==> src/rtl/txEchoGuardPkg.sv <==
package txEchoGuardPkg;
  typedef struct packed {
    logic armWord;
    logic idleWait;
  } echoCtl_t;

  typedef struct packed {
    logic echoEq;
    logic waitDone;
  } echoStat_t;
endpackage

==> src/rtl/fsTimerChan.sv <==
module fsTimerChan #(
  parameter int FAILSAFE_US = 800
) (
  input  logic clk,
  input  logic rstN,
  input  logic tick,
  input  logic newCmd,
  input  logic txActive,
  output logic trip
);
  localparam int CW = $clog2(FAILSAFE_US + 1);
  localparam logic [CW-1:0] LAST = CW'(FAILSAFE_US - 1);

  logic [CW-1:0] usCount;

  always_ff @(posedge clk or negedge rstN) begin
    if (!rstN) begin
      usCount <= '0;
      trip    <= 1'b0;
    end else if (newCmd) begin
      usCount <= '0;
      trip    <= 1'b0;
    end else if (txActive && tick && !trip) begin
      usCount <= usCount + 1'b1;
      if (usCount == LAST) trip <= 1'b1;
    end
  end

  AST_TRIP_CLEAR: assert property (@(posedge clk) disable iff (!rstN)
    newCmd |=> !trip);
  AST_TRIP_HOLD: assert property (@(posedge clk) disable iff (!rstN)
    trip && !newCmd |=> trip);
  AST_PAUSE_IDLE: assert property (@(posedge clk) disable iff (!rstN)
    !txActive && !newCmd |=> $stable(usCount));
  AST_CNT_NO_OVERFLOW: assert property (@(posedge clk) disable iff (!rstN)
    usCount <= CW'(FAILSAFE_US));
endmodule

==> src/rtl/txEchoDatapath.sv <==
module txEchoDatapath
  import txEchoGuardPkg::*;
#(
  parameter int WORD_W       = 16,
  parameter int NUM_CH       = 2,
  parameter int CLK_PER_US   = 250,
  parameter int ECHO_WAIT_US = 24,
  parameter int FAILSAFE_US  = 800
) (
  input  logic              clk,
  input  logic              rstN,
  input  echoCtl_t          ctl,
  output echoStat_t         stat,
  input  logic [WORD_W-1:0] encWord,
  input  logic [WORD_W-1:0] echoWord,
  input  logic              newCmd,
  input  logic [NUM_CH-1:0] txActive,
  output logic [NUM_CH-1:0] failsafeTrip,
  output logic [NUM_CH-1:0] txPermit
);
  localparam int PW = (CLK_PER_US > 1) ? $clog2(CLK_PER_US) : 1;
  localparam int WW = $clog2(ECHO_WAIT_US + 1);
  localparam logic [PW-1:0] PRE_LAST = PW'(CLK_PER_US - 1);
  localparam logic [WW-1:0] WAIT_END = WW'(ECHO_WAIT_US);

  logic [PW-1:0]     preCount;
  logic              usTick;
  logic [WORD_W-1:0] pendWord;
  logic [WW-1:0]     waitCount;

  // microsecond prescaler, realigned by every command
  assign usTick = (preCount == PRE_LAST);

  always_ff @(posedge clk or negedge rstN) begin
    if (!rstN)                 preCount <= '0;
    else if (newCmd || usTick) preCount <= '0;
    else                       preCount <= preCount + 1'b1;
  end

  // expected echo and its wait window
  always_ff @(posedge clk or negedge rstN) begin
    if (!rstN) begin
      pendWord  <= '0;
      waitCount <= '0;
    end else if (ctl.armWord) begin
      pendWord  <= encWord;
      waitCount <= '0;
    end else if (usTick && !ctl.idleWait && !stat.waitDone) begin
      waitCount <= waitCount + 1'b1;
    end
  end

  assign stat.echoEq   = (echoWord == pendWord);
  assign stat.waitDone = (waitCount == WAIT_END);

  for (genvar ch = 0; ch < NUM_CH; ch++) begin : gChan
    fsTimerChan #(.FAILSAFE_US(FAILSAFE_US)) uTimer (
      .clk      (clk),
      .rstN     (rstN),
      .tick     (usTick),
      .newCmd   (newCmd),
      .txActive (txActive[ch]),
      .trip     (failsafeTrip[ch])
    );
    assign txPermit[ch] = !failsafeTrip[ch];
  end

  AST_WAIT_BOUND: assert property (@(posedge clk) disable iff (!rstN)
    waitCount <= WAIT_END);
  AST_ARM_LOADS: assert property (@(posedge clk) disable iff (!rstN)
    ctl.armWord |=> waitCount == '0);
endmodule

==> src/rtl/txEchoControl.sv <==
module txEchoControl
  import txEchoGuardPkg::*;
(
  input  logic      clk,
  input  logic      rstN,
  input  logic      encStrobe,
  input  logic      echoStrobe,
  input  logic      intEnable,
  input  logic      statusRead,
  input  echoStat_t stat,
  output echoCtl_t  ctl,
  output logic      wrapFail,
  output logic      wrapIrq
);
  logic armed;
  logic echoSeen, badEcho, lateEcho, lostEcho, mismatch;

  assign echoSeen = armed && echoStrobe;
  assign badEcho  = echoSeen && !stat.echoEq;
  assign lateEcho = armed && !echoStrobe && stat.waitDone;
  assign lostEcho = armed && !echoStrobe && !stat.waitDone && encStrobe;
  assign mismatch = badEcho || lateEcho || lostEcho;

  assign ctl.armWord  = encStrobe;
  assign ctl.idleWait = !armed;

  always_ff @(posedge clk or negedge rstN) begin
    if (!rstN)                     armed <= 1'b0;
    else if (encStrobe)            armed <= 1'b1;
    else if (echoSeen || lateEcho) armed <= 1'b0;
  end

  always_ff @(posedge clk or negedge rstN) begin
    if (!rstN) begin
      wrapFail <= 1'b0;
      wrapIrq  <= 1'b0;
    end else begin
      wrapIrq <= mismatch && intEnable;
      if (mismatch)        wrapFail <= 1'b1;
      else if (statusRead) wrapFail <= 1'b0;
    end
  end

  AST_IRQ_WITH_FLAG: assert property (@(posedge clk) disable iff (!rstN)
    wrapIrq |-> wrapFail);
  AST_IRQ_NEEDS_EN: assert property (@(posedge clk) disable iff (!rstN)
    wrapIrq |-> $past(intEnable));
  AST_FLAG_STICKY: assert property (@(posedge clk) disable iff (!rstN)
    wrapFail && !statusRead |=> wrapFail);
  AST_IDLE_ECHO_IGNORED: assert property (@(posedge clk) disable iff (!rstN)
    !armed && !wrapFail |=> !wrapFail);
  AST_ENC_ARMS: assert property (@(posedge clk) disable iff (!rstN)
    encStrobe |=> armed);
endmodule

==> src/rtl/txEchoGuard.sv <==
module txEchoGuard
  import txEchoGuardPkg::*;
#(
  parameter int WORD_W       = 16,
  parameter int NUM_CH       = 2,
  parameter int CLK_PER_US   = 250,
  parameter int ECHO_WAIT_US = 24,
  parameter int FAILSAFE_US  = 800
) (
  input  logic              clk,
  input  logic              rstN,
  input  logic [WORD_W-1:0] encWord,
  input  logic              encStrobe,
  input  logic [WORD_W-1:0] echoWord,
  input  logic              echoStrobe,
  input  logic [NUM_CH-1:0] txActive,
  input  logic              newCmd,
  input  logic              intEnable,
  input  logic              statusRead,
  output logic              wrapFail,
  output logic              wrapIrq,
  output logic [NUM_CH-1:0] failsafeTrip,
  output logic [NUM_CH-1:0] txPermit
);
  echoCtl_t  ctl;
  echoStat_t stat;

  txEchoControl uCtl (
    .clk        (clk),
    .rstN       (rstN),
    .encStrobe  (encStrobe),
    .echoStrobe (echoStrobe),
    .intEnable  (intEnable),
    .statusRead (statusRead),
    .stat       (stat),
    .ctl        (ctl),
    .wrapFail   (wrapFail),
    .wrapIrq    (wrapIrq)
  );

  txEchoDatapath #(
    .WORD_W       (WORD_W),
    .NUM_CH       (NUM_CH),
    .CLK_PER_US   (CLK_PER_US),
    .ECHO_WAIT_US (ECHO_WAIT_US),
    .FAILSAFE_US  (FAILSAFE_US)
  ) uDp (
    .clk          (clk),
    .rstN         (rstN),
    .ctl          (ctl),
    .stat         (stat),
    .encWord      (encWord),
    .echoWord     (echoWord),
    .newCmd       (newCmd),
    .txActive     (txActive),
    .failsafeTrip (failsafeTrip),
    .txPermit     (txPermit)
  );
endmodule

==> config.mk <==
export PLATFORM = sky130hd
export DESIGN_NAME = txEchoGuard
export DESIGN_NICKNAME = d
export VERILOG_FILES = /design/src/rtl/txEchoGuardPkg.sv /design/src/rtl/fsTimerChan.sv /design/src/rtl/txEchoDatapath.sv /design/src/rtl/txEchoControl.sv /design/src/rtl/txEchoGuard.sv
export SDC_FILE = /design/constraint.sdc
export NUM_CORES = 1
export LEC_CHECK = 0
export ABC_AREA = 1
export BUFFER_PORTS_ARGS = -buffer_cell sky130_fd_sc_hd__clkbuf_2
export CAP_MARGIN = 20
export CORE_AREA = 2 2 85 107
export DETAILED_ROUTE_END_ITERATION = 16
export DIE_AREA = 0 0 87 109
export SYNTH_ARGS = -nofsm -noshare
export SYNTH_HDL_FRONTEND = slang
export SYNTH_SLANG_ARGS = --single-unit
==> constraint.sdc <==
create_clock -name clk -period 1.8 [get_ports clk]
set_input_delay 0.18 -clock clk [delete_from_list [all_inputs] [get_ports clk]]
set_output_delay 0.18 -clock clk [all_outputs]
set_load 0.1 [all_outputs]
# Word level (Yosys, flattened, before mapping)
# Cells that the tools add are included.
totals:
  output_inout_bits: 6
  regBits: 54
  ramBits: 0
  n_memories: 0
  latchBits: 0
  romBits: 0
  in_bits: 41
classes:
  n_eq_ne: 5
  n_mul: 0
  n_shift: 0
  n_div: 0
  n_addsub: 4
  reduce_logical: 31
  muxes: 17
  bitwise_logic: 0
  order_cmp: 0
op_table:
  columns: ["cell", "count"]
  rows:
  - ["10-bit two-way mux", 4]
  - ["10-bit by 1-bit adder with 10-bit output, second input constant", 2]
  - ["10-bit == test, second input constant", 2]
  - ["16-bit == test", 1]
  - ["2-bit nonzero test", 7]
  - ["1-bit logical AND", 13]
  - ["1-bit two-way mux", 10]
  - ["5-bit two-way mux", 2]
  - ["8-bit by 1-bit adder with 8-bit output, second input constant", 1]
  - ["8-bit == test, second input constant", 1]
  - ["8-bit two-way mux", 1]
  - ["5-bit by 1-bit adder with 5-bit output, second input constant", 1]
  - ["5-bit == test, second input constant", 1]
  - ["1-bit logical NOT", 5]
  - ["1-bit logical OR", 4]
  - ["2-bit AND reduction", 2]

# Depth between registers and ports, before layout
depth:
  depth_word: 6
  depth_mapped: 11
  depth_no_buf: 10

# By module
# From an unflattened synthesis, not the netlist that was laid out.
unflattened:
  hier_cells: 390
  area_unflattened_um2: 3005.4
modules_own_cells:
  columns: ["module", "n_inst", "area_each_um2", "cells_each", "seq_area_each_um2"]
  rows:
  - ["txEchoDatapath", 1, 1596.5, 204, 725.7]
  - ["fsTimerChan (uDp.gChan[1].uTimer)", 1, 639.4, 83, 275.3]
  - ["fsTimerChan (uDp.gChan[0].uTimer)", 1, 624.3, 85, 275.3]
  - ["txEchoControl", 1, 145.1, 18, 75.1]

# Worst setup path after synthesis
# OpenSTA, ideal clock, no wires.
synth_path:
  path_kind: "flip-flop to flip-flop"
  start: "register uDp.gChan[0].uTimer.trip"
  end: "register uDp.gChan[0].uTimer.usCount[3]"
  slack_ps: -7
  required_ps: 1678
  arrival_ps: 1685
  path_buffers: 1
  period_less_slack_ps: 1807
  setup_time_ps: 122
  stages_incl_launch_ff: 8
  cell_sequence: "dfrtp_1 inv_1 nand2_1 nor2_4 buf_6 nand2_1 o21ai_1 a21oi_1"
synth_via:
  elab_chain_len: 3
synth_rtl:
  columns: ["element", "line_no", "rtl"]
  rows:
  - ["start: declaration", "fsTimerChan.sv:9", "output logic trip"]
  - ["start signal: assignment", "fsTimerChan.sv:19", "trip <= 1'b0;"]
  - ["start signal: assignment", "fsTimerChan.sv:22", "trip <= 1'b0;"]
  - ["start signal: assignment", "fsTimerChan.sv:25", "if (usCount == LAST) trip <= 1'b1;"]
  - ["1-bit logical NOT", null, null]
  - ["named net txPermit[0]", "txEchoGuard.sv:23", "output logic [NUM_CH-1:0] txPermit"]
  - ["1-bit logical AND", "fsTimerChan.sv:23", "end else if (txActive && tick && !trip) begin"]
  - ["2-bit nonzero test (no line)", null, null]
  - ["end signal: assignment", "fsTimerChan.sv:24", "usCount <= usCount + 1'b1;"]
  - ["end: declaration", "fsTimerChan.sv:14", "logic [CW-1:0] usCount;"]
# The timed path passes the listed nets, and every way through them passes these cells.
# A chain may end at the register's enable or synchronous reset.

# Worst setup path in the final report
layout_path:
  start: "register uDp.preCount[1]"
  end: "register uDp.gChan[0].uTimer.usCount[9]"
layout_via:
  elab_chain_len: 4
layout_rtl:
  columns: ["element", "line_no", "rtl"]
  rows:
  - ["start: declaration", "txEchoDatapath.sv:26", "logic [PW-1:0] preCount;"]
  - ["start signal: assignment", "txEchoDatapath.sv:37", "else preCount <= preCount + 1'b1;"]
  - ["8-bit == test", "txEchoDatapath.sv:32", "assign usTick = (preCount == PRE_LAST);"]
  - ["1-bit logical AND (2 in a row)", "fsTimerChan.sv:23", null]
  - ["2-bit nonzero test (no line)", null, null]
# Every way passes these cells.

==> impl_metrics.yaml <==
status:
  status: "completed"
run:
  drv_cap: 0
critical_path:
  worstPathRequired_ns: 2.01
  critPathKind: "flip-flop to flip-flop"
  cp_cell_sequence: "inv_1 > ha_1 > inv_1 > nor2_2 > nand2_4 > nor2_4 > buf_4 > nand3_2 > nor2_1 > nor2_1"
  end_kind: "flip-flop"
  crit_fanout: 10
  path_buf_inv: 3
  cp_slowest_cell: "dfrtp_1"
  max_stage_delay_ns: 0.41
  start_kind: "flip-flop"
  path_delay_family: "simple AND/OR/NAND/NOR gates"
  startpoint: "uDp.preCount[1]"
  reg2reg_from: "uDp.preCount[1]"
  cp.arrival_ns: 1.83
pwr:
  swShare: 0.2466
  power_w: 0.002387
  power.static_leakage_nw: 1.737
  pwr-share-comb: 0.112
  power.density_mw_per_mm2: 701.4
  power_frac_seq: 0.535
  clkPwrFrac: 0.352
  ir_drop_mv: 0.3898
  p_sw_w: 0.0005887
  p_int_w: 0.001799
route:
  wl_per_cell_microns: 11.11
  num_vias: 2510
  ant_nets: 0
  firstDrtPassIters: 5
  wl_microns: 6022
  initialDrtViolationCount: 91
  drc_errors: 0
  routed_via_density: 4.631
synthesis:
  synth-seq-cells: 54
  synthArstFlopShare: 1.000
  yosys_warnings: 0
  synth-seq-area-share: 0.4694
  ys_types: 30
  ys.flop_type: "dfrtp_1"
  postSynthAreaPerCell_sq_um: 7.478
  synth_nets: 432
  synthesis.instances: 385
  synth_edf_count: 0
  syn_area_sq_mm: 0.002879
place:
  post-place-cells: 528
  io_buffers: 46
  gp_congestion: 0.7896
  placed_area_sq_mm: 0.003236
  dp_hpwl_microns: 4457
grt:
  antenna_found_initial: 0
  grt_max_degree: 27
  grt_first_pass_wirelength_microns: 10420
  grt_overflow: 0
  track_usage: 0.1341
  grt_pass1_vias: 2425
die:
  row_count: 38
  io_pins: 47
  start_util: 0.3383
  fp.dieH_microns: 109
  dieArea_sq_mm: 0.009483
  die_x_microns: 87
  fp.coreArea_sq_mm: 0.008511
finish:
  layoutNonFillerInstCount: 542
  n_fill_cell: 863
  final_area_sq_mm: 0.003403
  synthToLayoutAreaGrowth_pct: 18.21
  drive_above_1_share: 0.1697
  final_common_cell: "nand2_1"
  final_cell_mix: "nand2_1, inv_1, dfrtp_1"
  fin_nets: 489
  diodes: 0
clocking:
  cts_buffers: 5
  cts.sinks: 54
  cts_tree: "yes"
  clockBufferDepth: 2
  h-tree-depth: 2
  root_buffer: "clkbuf_8"
  clk_latency_ns: 0.31
  cts.clk_slew.worst_paths_ns: 0.09
  post_cts_resized: 0
sta:
  setup_viol: 0
  final_max_slew_viol_count: 0
  fin_skew_ns: 0.002768
  fin_hold_ws_ns: 0.05966
  hold_viol: 0
  max_slew.worst_pin.slew_ns: 0.5781
  fmax_mhz: 616.9
  rsz0062_at_grt: "yes"
  setup-tns-final_ns: 0
  slew_headroom: 0.6146
  period_share: 0.9005
  period_needed_ns: 1.621
hold_path:
  min_path_type: "primary input to flip-flop"
  hold_start: "intEnable"
[cell type report]
type                    instances  area, sq um  area share
clock buffers                   6        82.58     0.02426
inverters                      59        229.0     0.06728
repair buffers                 58        335.3     0.09853
clock inverters                 1        30.03    0.008824
flip-flops and latches         54         1351      0.3971
well taps                     100        125.1     0.03676
multi-input cells             264         1250      0.3673
[power by group through the flow]
stage / sequential (W) / clock, W / combinational [W]
after floorplan: 0.00132 / 0 / 0.000124
after global placement: 0.00130 / 0 / 0.000267
after detailed placement: 0.00130 / 0 / 0.000271
after CTS: 0.00128 / 0.000872 / 0.000274
after global routing: 0.00128 / 0.000908 / 0.000313
final: 0.00128 / 0.000841 / 0.000268
[worst paths after layout]
| kind | to | slack, ns | cells after the start |
|---|---|---|---|
| max reg2reg | uDp.gChan[0].uTimer.usCount[9] | 0.18 | 10 |
| max | uDp.gChan[0].uTimer.usCount[9] | 0.18 | 10 |
| max in group asynchronous | uDp.waitCount[2] | 0.84 | 3 |
| min in group asynchronous | uDp.pendWord[0] | 0.40 | 2 |
| min reg2reg | uCtl.wrapFail | 0.49 | 2 |
| min | uCtl.wrapIrq | 0.06 | 3 |
[logic make-up after synthesis]
logic type | after synthesis | share of synthesized area
AO/OA/AOI/OAI | 44 | 0.07823
buffers and inverters | 67 | 0.09648
flip-flops | 54 | 0.4694
AND/OR/NAND/NOR | 211 | 0.3207
adder cells (fa/ha/maj) | 6 | 0.02607
XOR/XNOR | 3 | 0.009128
[metal layers]
layer,vias up,share of wire,global-route usage
met5,-,0,0
met4,0,0.010,0.03348
met3,6,0.054,0.02347
met2,66,0.46,0.2356
met1,1123,0.48,0.1696
li1,1315,-,-
[registers in the layout (all words and copies together), names as in the netlist]
name and flops:
uDp.gChan.uTimer.usCount 20, uDp.pendWord 16, uDp.preCount 8, uDp.waitCount 5, uDp.gChan.uTimer.trip 2, uCtl.armed 1
uCtl.wrapFail 1, uCtl.wrapIrq 1
[cell usage after synthesis, types with 2 or more instances]
library cell	count	area, sq um
buf_4	3	22.52
o21ai_1	4	20.02
a21oi_1	13	65.06
nor3b_1	2	15.01
nor2_1	45	168.9
o21ai_0	25	125.1
clkbuf_1	3	11.26
nor3_1	21	105.1
nand3_2	2	20.02
dfrtp_1	54	1351
inv_1	58	217.7
nor2_2	2	12.51
nand2_1	111	416.7
nand4_1	5	31.28
xnor2_1	2	17.52
nand3_1	12	60.06
nand3b_1	2	15.01
ha_1	6	75.07
nor2_4	3	33.78
buf_6	2	22.52
[what timing repair did]
action	CTS	global route
hold buffers	1	0
endpoints found under the setup margin	0	7
setup buffers	0	6
hold endpoints to repair	19	0
[worst min-delay path: cells and delay by family]
family | cells | cell delay, ns
buffers and inverters | 2 | 0.12
and+or+nand+nor | 1 | 0.04
[metrics by stage]
step	util	setup WS (ns)
after global placement	0.3802	0.2140
final	0.3999	0.1791
after floorplan	-	0.2284
after detailed placement	0.3802	0.1665
after CTS	0.3946	0.1326
after global routing	0.3999	-0.01437
(Power assumes the default switching activity.)
